**config.mk**
```make
export PLATFORM = sky130hd
export DESIGN_NAME = keyed_wdt
export DESIGN_NICKNAME = d
export VERILOG_FILES = /design/src/rtl/keyed_wdt_pkg.sv /design/src/rtl/keyed_wdt_prescaler.sv /design/src/rtl/keyed_wdt_regs.sv /design/src/rtl/keyed_wdt_counter.sv /design/src/rtl/keyed_wdt.sv
export SDC_FILE = /design/constraint.sdc
export NUM_CORES = 1
export LEC_CHECK = 0
export BUFFER_PORTS_ARGS = -buffer_cell sky130_fd_sc_hd__buf_2
export CAP_MARGIN = 20
export CORE_ASPECT_RATIO = 0.7
export CORE_MARGIN = 2
export CORE_UTILIZATION = 40
export DETAILED_ROUTE_END_ITERATION = 16
export GPL_TIMING_DRIVEN = 0
export PLACE_DENSITY = 0.6
export SLEW_MARGIN = 5
export SYNTH_ARGS = -nofsm -noshare
export SYNTH_HDL_FRONTEND = slang
export SYNTH_SLANG_ARGS = --single-unit
```
**constraint.sdc**
```tcl
create_clock -name clk -period 4.9 [get_ports clk]
set_input_delay 1.47 -clock clk [delete_from_list [all_inputs] [get_ports clk]]
set_output_delay 1.47 -clock clk [all_outputs]
set_load 0.01 [all_outputs]
```
**src/rtl/keyed_wdt_pkg.sv**
```systemverilog
package keyed_wdt_pkg;
  localparam int unsigned BUS_W  = 32;
  localparam int unsigned CNT_W  = 16;
  localparam int unsigned BYTE_W = 8;
  localparam int unsigned SEL_W  = 3;

  localparam logic [BUS_W-CNT_W-1:0]  CNT_KEY = 16'h5A5A;
  localparam logic [BUS_W-BYTE_W-1:0] CTL_KEY = 24'hA5A5A5;

  localparam int unsigned OFS_CNT  = 0;
  localparam int unsigned OFS_CSRA = 4;
  localparam int unsigned OFS_CSRB = 8;

  localparam int unsigned EN_BIT   = 7;
  localparam int unsigned BUSY_BIT = 5;
  localparam int unsigned OVF_BIT  = 4;

  typedef enum logic [1:0] {
    SEL_NONE,
    SEL_CNT,
    SEL_CSRA,
    SEL_CSRB
  } reg_sel_e;

  // clock cycles per tick for each divider code
  function automatic int unsigned div_of(input logic [SEL_W-1:0] code);
    case (code)
      3'd0:    return 1;
      3'd1:    return 4;
      3'd2:    return 16;
      3'd3:    return 32;
      3'd4:    return 64;
      3'd5:    return 128;
      3'd6:    return 1024;
      default: return 4096;
    endcase
  endfunction
endpackage

```
**src/rtl/keyed_wdt_prescaler.sv**
```systemverilog
module keyed_wdt_prescaler
  import keyed_wdt_pkg::*;
#(
  parameter int unsigned PRE_W = 12
) (
  input  logic             clk,
  input  logic             rst_n,
  input  logic             en,
  input  logic [SEL_W-1:0] code,
  input  logic             clr,
  output logic             tick
);
  logic [PRE_W-1:0] pre_cnt;
  logic [PRE_W-1:0] lim;

  assign lim  = PRE_W'(div_of(code) - 1);
  assign tick = en && (pre_cnt == lim);

  always_ff @(posedge clk or negedge rst_n) begin
    if (!rst_n) begin
      pre_cnt <= '0;
    end else if (!en || clr) begin
      pre_cnt <= '0;  // held at zero while stopped, restarted on code change
    end else if (pre_cnt == lim) begin
      pre_cnt <= '0;
    end else begin
      pre_cnt <= pre_cnt + 1'b1;
    end
  end

  // with a divider above 1, no two ticks come back to back
  assert_tick_spacing_R5 : assert property (@(posedge clk) disable iff (!rst_n)
    (tick && !clr && lim != '0) |=> !tick);

  // a code change restarts the division from zero
  assert_restart_R11 : assert property (@(posedge clk) disable iff (!rst_n)
    clr |=> (pre_cnt == '0));
endmodule

```
**src/rtl/keyed_wdt_regs.sv**
```systemverilog
module keyed_wdt_regs
  import keyed_wdt_pkg::*;
#(
  parameter int unsigned ADDR_W      = 4,
  parameter int unsigned SYNC_CYCLES = 2
) (
  input  logic              clk,
  input  logic              rst_n,
  input  logic              bus_wr,
  input  logic [ADDR_W-1:0] bus_addr,
  input  logic [BUS_W-1:0]  bus_wdata,
  input  logic [CNT_W-1:0]  cnt_val,
  input  logic              ovf_flag,
  output logic [BUS_W-1:0]  bus_rdata,
  output logic              en,
  output logic [SEL_W-1:0]  cks,
  output logic              cnt_we,
  output logic [CNT_W-1:0]  cnt_wval,
  output logic              ovf_clr,
  output logic              pre_clr
);
  localparam int unsigned BUSY_W = $clog2(SYNC_CYCLES + 1);

  reg_sel_e          sel;
  logic              key_cnt_ok;
  logic              key_ctl_ok;
  logic              acc_cnt;
  logic              acc_csra;
  logic              acc_csrb;
  logic              acc_any;
  logic [BYTE_W-1:0] payload;
  logic [BYTE_W-1:0] csrb_q;
  logic [BYTE_W-1:0] csra_view;
  logic [BUSY_W-1:0] busy_cnt;
  logic              busy;

  function automatic reg_sel_e decode(input logic [ADDR_W-1:0] a);
    if (a == ADDR_W'(OFS_CNT))       return SEL_CNT;
    else if (a == ADDR_W'(OFS_CSRA)) return SEL_CSRA;
    else if (a == ADDR_W'(OFS_CSRB)) return SEL_CSRB;
    else                             return SEL_NONE;
  endfunction

  assign sel        = decode(bus_addr);
  assign key_cnt_ok = (bus_wdata[BUS_W-1:CNT_W] == CNT_KEY);
  assign key_ctl_ok = (bus_wdata[BUS_W-1:BYTE_W] == CTL_KEY);
  assign payload    = bus_wdata[BYTE_W-1:0];

  assign acc_cnt  = bus_wr && (sel == SEL_CNT)  && key_cnt_ok;
  assign acc_csra = bus_wr && (sel == SEL_CSRA) && key_ctl_ok;
  assign acc_csrb = bus_wr && (sel == SEL_CSRB) && key_ctl_ok;
  assign acc_any  = acc_cnt || acc_csra || acc_csrb;

  assign cnt_we   = acc_cnt;
  assign cnt_wval = bus_wdata[CNT_W-1:0];
  assign ovf_clr  = acc_csra && !payload[OVF_BIT];
  assign pre_clr  = acc_csra && (payload[SEL_W-1:0] != cks);
  assign busy     = (busy_cnt != '0);

  always_ff @(posedge clk or negedge rst_n) begin
    if (!rst_n) begin
      en     <= 1'b0;
      cks    <= '0;
      csrb_q <= '0;
    end else begin
      if (acc_csra) begin
        en  <= payload[EN_BIT];
        cks <= payload[SEL_W-1:0];
      end
      if (acc_csrb) begin
        csrb_q <= payload;
      end
    end
  end

  // write-in-progress countdown standing in for the domain crossing
  always_ff @(posedge clk or negedge rst_n) begin
    if (!rst_n) begin
      busy_cnt <= '0;
    end else if (acc_any) begin
      busy_cnt <= BUSY_W'(SYNC_CYCLES);
    end else if (busy) begin
      busy_cnt <= busy_cnt - 1'b1;
    end
  end

  always_comb begin
    csra_view              = '0;
    csra_view[EN_BIT]      = en;
    csra_view[BUSY_BIT]    = busy;
    csra_view[OVF_BIT]     = ovf_flag;
    csra_view[SEL_W-1:0]   = cks;
  end

  always_comb begin
    bus_rdata = '0;
    case (sel)
      SEL_CNT:  bus_rdata[CNT_W-1:0]  = cnt_val;
      SEL_CSRA: bus_rdata[BYTE_W-1:0] = csra_view;
      SEL_CSRB: bus_rdata[BYTE_W-1:0] = csrb_q;
      default:  bus_rdata = '0;
    endcase
  end

  // a control write with a wrong key leaves enable and divider as they were
  assert_keyless_ctl_R3 : assert property (@(posedge clk) disable iff (!rst_n)
    (bus_wr && sel == SEL_CSRA && !key_ctl_ok) |=> ($stable(en) && $stable(cks)));

  // every accepted write shows as in progress on the next cycle
  assert_busy_after_write_R10 : assert property (@(posedge clk) disable iff (!rst_n)
    acc_any |=> busy);
endmodule

```
**src/rtl/keyed_wdt_counter.sv**
```systemverilog
module keyed_wdt_counter
  import keyed_wdt_pkg::*;
#(
  parameter int unsigned PULSE_LEN = 4
) (
  input  logic             clk,
  input  logic             rst_n,
  input  logic             por_n,
  input  logic             tick,
  input  logic             we,
  input  logic [CNT_W-1:0] wval,
  input  logic             ovf_clr,
  output logic [CNT_W-1:0] cnt,
  output logic             ovf,
  output logic             rst_req
);
  localparam int unsigned PL_W = $clog2(PULSE_LEN + 1);

  logic ovf_evt;

  assign ovf_evt = tick && !we && (&cnt);

  always_ff @(posedge clk or negedge rst_n) begin
    if (!rst_n) begin
      cnt <= '0;
    end else if (we) begin
      cnt <= wval;  // a load beats a tick
    end else if (tick) begin
      cnt <= cnt + 1'b1;
    end
  end

  // sticky flag on the power-on reset only; set beats clear
  always_ff @(posedge clk or negedge por_n) begin
    if (!por_n) begin
      ovf <= 1'b0;
    end else if (ovf_evt) begin
      ovf <= 1'b1;
    end else if (rst_n && ovf_clr) begin
      ovf <= 1'b0;
    end
  end

  if (PULSE_LEN <= 1) begin : g_single
    always_ff @(posedge clk or negedge rst_n) begin
      if (!rst_n) rst_req <= 1'b0;
      else        rst_req <= ovf_evt;
    end
  end else begin : g_stretch
    logic [PL_W-1:0] pulse_cnt;
    always_ff @(posedge clk or negedge rst_n) begin
      if (!rst_n) begin
        pulse_cnt <= '0;
      end else if (ovf_evt) begin
        pulse_cnt <= PL_W'(PULSE_LEN);
      end else if (pulse_cnt != '0) begin
        pulse_cnt <= pulse_cnt - 1'b1;
      end
    end
    assign rst_req = (pulse_cnt != '0);
  end

  // a wrap raises the flag and the request and leaves the counter at zero
  assert_wrap_flags_R6 : assert property (@(posedge clk) disable iff (!rst_n)
    (tick && !we && (&cnt)) |=> (ovf && rst_req && cnt == '0));

  // without a tick or a load the counter holds
  assert_hold_idle_R6 : assert property (@(posedge clk) disable iff (!rst_n)
    (!tick && !we) |=> $stable(cnt));

  // a load lands exactly, even against a tick
  assert_load_wins_R12 : assert property (@(posedge clk) disable iff (!rst_n)
    we |=> (cnt == $past(wval)));

  // the flag stays set until a clear or the power-on reset
  assert_ovf_sticky_R8 : assert property (@(posedge clk) disable iff (!por_n)
    (ovf && !(rst_n && ovf_clr)) |=> ovf);
endmodule

```
**src/rtl/keyed_wdt.sv**
```systemverilog
module keyed_wdt
  import keyed_wdt_pkg::*;
#(
  parameter int unsigned ADDR_W      = 4,
  parameter int unsigned SYNC_CYCLES = 2,
  parameter int unsigned PULSE_LEN   = 4,
  parameter int unsigned PRE_W       = 12
) (
  input  logic              clk,
  input  logic              por_n,
  input  logic              sys_rst_n,
  input  logic              bus_wr,
  input  logic [ADDR_W-1:0] bus_addr,
  input  logic [31:0]       bus_wdata,
  output logic [31:0]       bus_rdata,
  output logic              wdt_rst_req
);
  logic             rst_n;
  logic             en;
  logic [SEL_W-1:0] cks;
  logic             cnt_we;
  logic [CNT_W-1:0] cnt_wval;
  logic             ovf_clr;
  logic             pre_clr;
  logic             tick;
  logic [CNT_W-1:0] cnt;
  logic             ovf;

  assign rst_n = por_n & sys_rst_n;

  keyed_wdt_regs #(
    .ADDR_W      (ADDR_W),
    .SYNC_CYCLES (SYNC_CYCLES)
  ) u_regs (
    .clk       (clk),
    .rst_n     (rst_n),
    .bus_wr    (bus_wr),
    .bus_addr  (bus_addr),
    .bus_wdata (bus_wdata),
    .cnt_val   (cnt),
    .ovf_flag  (ovf),
    .bus_rdata (bus_rdata),
    .en        (en),
    .cks       (cks),
    .cnt_we    (cnt_we),
    .cnt_wval  (cnt_wval),
    .ovf_clr   (ovf_clr),
    .pre_clr   (pre_clr)
  );

  keyed_wdt_prescaler #(
    .PRE_W (PRE_W)
  ) u_pre (
    .clk   (clk),
    .rst_n (rst_n),
    .en    (en),
    .code  (cks),
    .clr   (pre_clr),
    .tick  (tick)
  );

  keyed_wdt_counter #(
    .PULSE_LEN (PULSE_LEN)
  ) u_cnt (
    .clk     (clk),
    .rst_n   (rst_n),
    .por_n   (por_n),
    .tick    (tick),
    .we      (cnt_we),
    .wval    (cnt_wval),
    .ovf_clr (ovf_clr),
    .cnt     (cnt),
    .ovf     (ovf),
    .rst_req (wdt_rst_req)
  );

  // a counter write with a wrong key changes nothing when no tick is due
  assert_keyless_cnt_R2 : assert property (@(posedge clk) disable iff (!rst_n)
    (bus_wr && bus_addr == ADDR_W'(OFS_CNT) && bus_wdata[31:16] != 16'h5A5A && !tick)
      |=> $stable(cnt));
endmodule

```
==> key figures <==
Critical path
  • FF-to-FF path depth: 8
  • Critical Path RT: between 3 and 4 ns
  • Reg2reg end: u_cnt.cnt[12]
  • Critical Path AT: 2.99 ns
  • CP Max Fanout: 10
  • Kind of critical path: in2out
  • Crit path capture type: output port
  • Startpoint Class: input pin
  • R2R Setup Slk: approximately 2.4 ns
  • Reg-to-reg startpoint: u_regs.cks[2]

Timing
  • Fin crit share: 91.01%
  • Final WS setup: 0.4405 ns
  • Clk_skew: 0.003332 ns
  • Slew HR: 46.98%
  • Max Slew Vio Count: 0
  • Total negative slack: 0 ns
  • Min Tclk post-route: between 4 and 5 ns
  • Worst-margin pin slew: 0.7892 ns
  • Final Hold Violating Endpoints: 0
  • RSZ-0062 raised after global routing: no
  • Achievable frequency: around 220 MHz
  • Final setup violation count: 0

Logic synthesis
  • Sequential element share of the synthesized area: a little under two fifths
  • Syn Inst Count: 315
  • Most used flip-flop cell after synthesis: dfrtp_1
  • #FFs+latches synth: between 40 and 50
  • Post-synth EDFFs: 0
  • Mapped Area: 0.003038 sq mm
  • Syn. warnings: 0
  • Mean Syn Cell Area: 9.644 sq um
  • FFs w/ async S/R, synth: 100.0%
  • Library cells used by synthesis: 52

Cells and area
  • Number of antenna diodes: 0
  • Post-route cell area: 0.003608 sq mm
  • Fin nets: roughly 440
  • Final core utilization: 49.30%
  • Area grow syn2layout: 18.78%
  • Final non-filler cell total: 493
  • Share of post-route cells with drive strength above 1: 30.63%

Floorplanning
  • Die span in y: 76.92 microns
  • Die W: about 110 microns
  • FP Rows: 26
  • Num ports: 73
  • Die area: 0.008319 sq mm
  • Initial core utilization: 41.50%
  • Core box area: 0.007320 sq mm

CTS
  • Hold-fix buffers at CTS: 0
  • CTS tree: built
  • Latest clock arrival within the worst-skew pair: 0.30 ns
  • Max H-tree Level: 2
  • Clk sinks: between 40 and 50
  • Worst-case clock buffer depth: 2
  • PostCTS Resize Cnt: 0
  • Cts bufs inserted: 5
  • Root buf cell: clkbuf_8
  • Reg clk slew, reported paths: 0.09 ns
  • # Post-CTS Setup Buffers: 0

GRT
  • Overall routing resource usage: 17.41%
  • Global-route wire length before repair: between 10000 and 15000 microns
  • Initial antenna violation count: 0
  • Vias in the first global route: 2269
  • Largest net degree at the start of global routing: 31
  • GR Overflow Total: 0

Detailed routing
  • Pre-antenna DRT Iters: 4
  • DR DRC count: 0
  • Detail Route met2 WL: 2705 microns
  • Met3 wire len: 428 microns
  • 1st-iter DRT viols: 141
  • Via/cell ratio: 4.939
  • Post-Route M1 WL: 3634 microns
  • Post-route ant nets: 0
  • Vias: 2435
  • Top Metal Used: met4
  • Wirelength per Cell: 13.86 microns
  • Drt total wl: 6833 microns

Power
  • Peak supply drop: 0.1569 mV
  • Pleak: 1.732 nW
  • Pwr per Cell Area: 206.4 mW/mm^2

Run
  • Max-Cap Viols: 0

Placed design
  • Hpwl dp: 5292 microns
  • Buffers added on ports: 56
  • Dpl cells: approximately 490
  • Routability Congestion: 0.8151
  • Pre-CTS setup slack: ~0.4 ns
  • Placed inst area: around 0.0035 sq mm

Min path
  • Beginning of the worst hold path: u_cnt.ovf
  • Worst hold endpoint: u_cnt.ovf
  • Worst min-delay path class: reg2reg
  • Hold path depth: 2

Status
  • Status: complete, no violations
-- area by class of cell --
| class | count | area [sq um] |
|---|---|---|
| plain buffers | 30 | 203.9 |
| repair buffers | 57 | 300.3 |
| fillers | 724 | 3711 |
| flip-flops and latches | 46 | 1151 |
| clock inverters | 1 | 5.005 |
| well taps | 98 | 122.6 |
| inverters | 9 | 33.78 |
| multi-input cells | 245 | 1705 |
| clock buffers | 7 | 86.33 |
-- worst max-delay path by stage --
stage,start,end
floorplan,bus_addr[3],bus_rdata[0]
global placement,bus_addr[2],bus_rdata[8]
detailed placement,bus_addr[2],bus_rdata[14]
CTS,bus_addr[2],bus_rdata[10]
global route,bus_addr[2],bus_rdata[9]
finish,bus_addr[2],bus_rdata[10]
-- synthesized netlist by cell type (3+ instances only) --
| cell type | count | area share, % |
|---|---|---|
| xnor2_1 | 18 | 5.2 |
| buf_4 | 16 | 4.0 |
| nor3_1 | 10 | 1.6 |
| and3_1 | 7 | 1.4 |
| nor2b_1 | 3 | 0.62 |
| mux2_2 | 26 | 9.6 |
| a21oi_1 | 11 | 1.8 |
| nand2b_1 | 3 | 0.62 |
| mux2i_1 | 8 | 2.6 |
| clkbuf_1 | 6 | 0.74 |
| xor2_1 | 12 | 3.5 |
| nand2_1 | 14 | 1.7 |
| ha_1 | 5 | 2.1 |
| and2_1 | 13 | 2.7 |
| buf_2 | 5 | 0.82 |
| nand3_1 | 13 | 2.1 |
| nor2_1 | 34 | 4.2 |
| nand4_1 | 13 | 2.7 |
| dfrtp_1 | 46 | 38 |
| inv_1 | 9 | 1.1 |
| nor4_1 | 4 | 0.82 |
-- power by group --
part           internal, mW  switching, mW
Combinational        0.0493         0.0567
Sequential            0.389        0.00447
Clock                 0.114          0.131
Total                 0.552          0.193
-- flip-flops by register name (all words and copies together), names as in the netlist --
register,count
u_regs.csrb_q,8
u_regs.busy_cnt,2
u_pre.pre_cnt,12
u_cnt.cnt,16
u_regs.cks,3
u_cnt.ovf,1
u_regs.en,1
u_cnt.g_stretch.pulse_cnt,3
-- cells by family after synthesis --
family | count (synthesis) | share of synthesized area [%]
XOR/XNOR | 30 | 8.649
other | 1 | 0.1234
flip-flops | 46 | 37.89
buffers and inverters | 39 | 7.825
AND/OR/NAND/NOR | 133 | 24.26
AO/OA/AOI/OAI | 26 | 6.549
adder cells (fa/ha/maj) | 5 | 2.059
multiplexers | 35 | 12.64
-- metal layers --
metal,track usage [%],up-vias
met2,23.96,66
met1,28.00,1128
li1,-,1232
met4,3.462,0
met3,3.146,9
met5,0,-
-- cell usage in the layout (no fill, tap or decap), types with 7 or more instances in the layout --
cell | Yosys | layout
conb_1 | 1 | 16
and2_1 | 13 | 13
buf_2 | 5 | 61
nand3_1 | 13 | 13
nor3_1 | 10 | 10
clkbuf_1 | 6 | 7
and3_1 | 7 | 7
mux2i_1 | 8 | 8
xnor2_1 | 18 | 18
a21oi_1 | 11 | 11
clkbuf_8 | 1 | 7
buf_4 | 16 | 16
nand2_1 | 14 | 14
inv_1 | 9 | 8
mux2_2 | 26 | 26
xor2_1 | 12 | 12
nor2_1 | 34 | 34
nand4_1 | 13 | 13
dfrtp_1 | 46 | 46
-- worst max-delay path: stages --
cell and delay (ns):
buf_2 0.10, clkbuf_1 0.30, nor3_1 0.75, and2_1 0.23, buf_2 0.13
-- stage by stage --
stage               hold WS (ns)  total power [mW]
CTS                       0.5080            0.7499
global route              0.5328            0.7849
floorplan                 0.4625            0.4714
detailed placement        0.4872            0.5078
global placement          0.4885            0.5044
finish                    0.5044            0.7446
(Power assumes the default switching activity.)
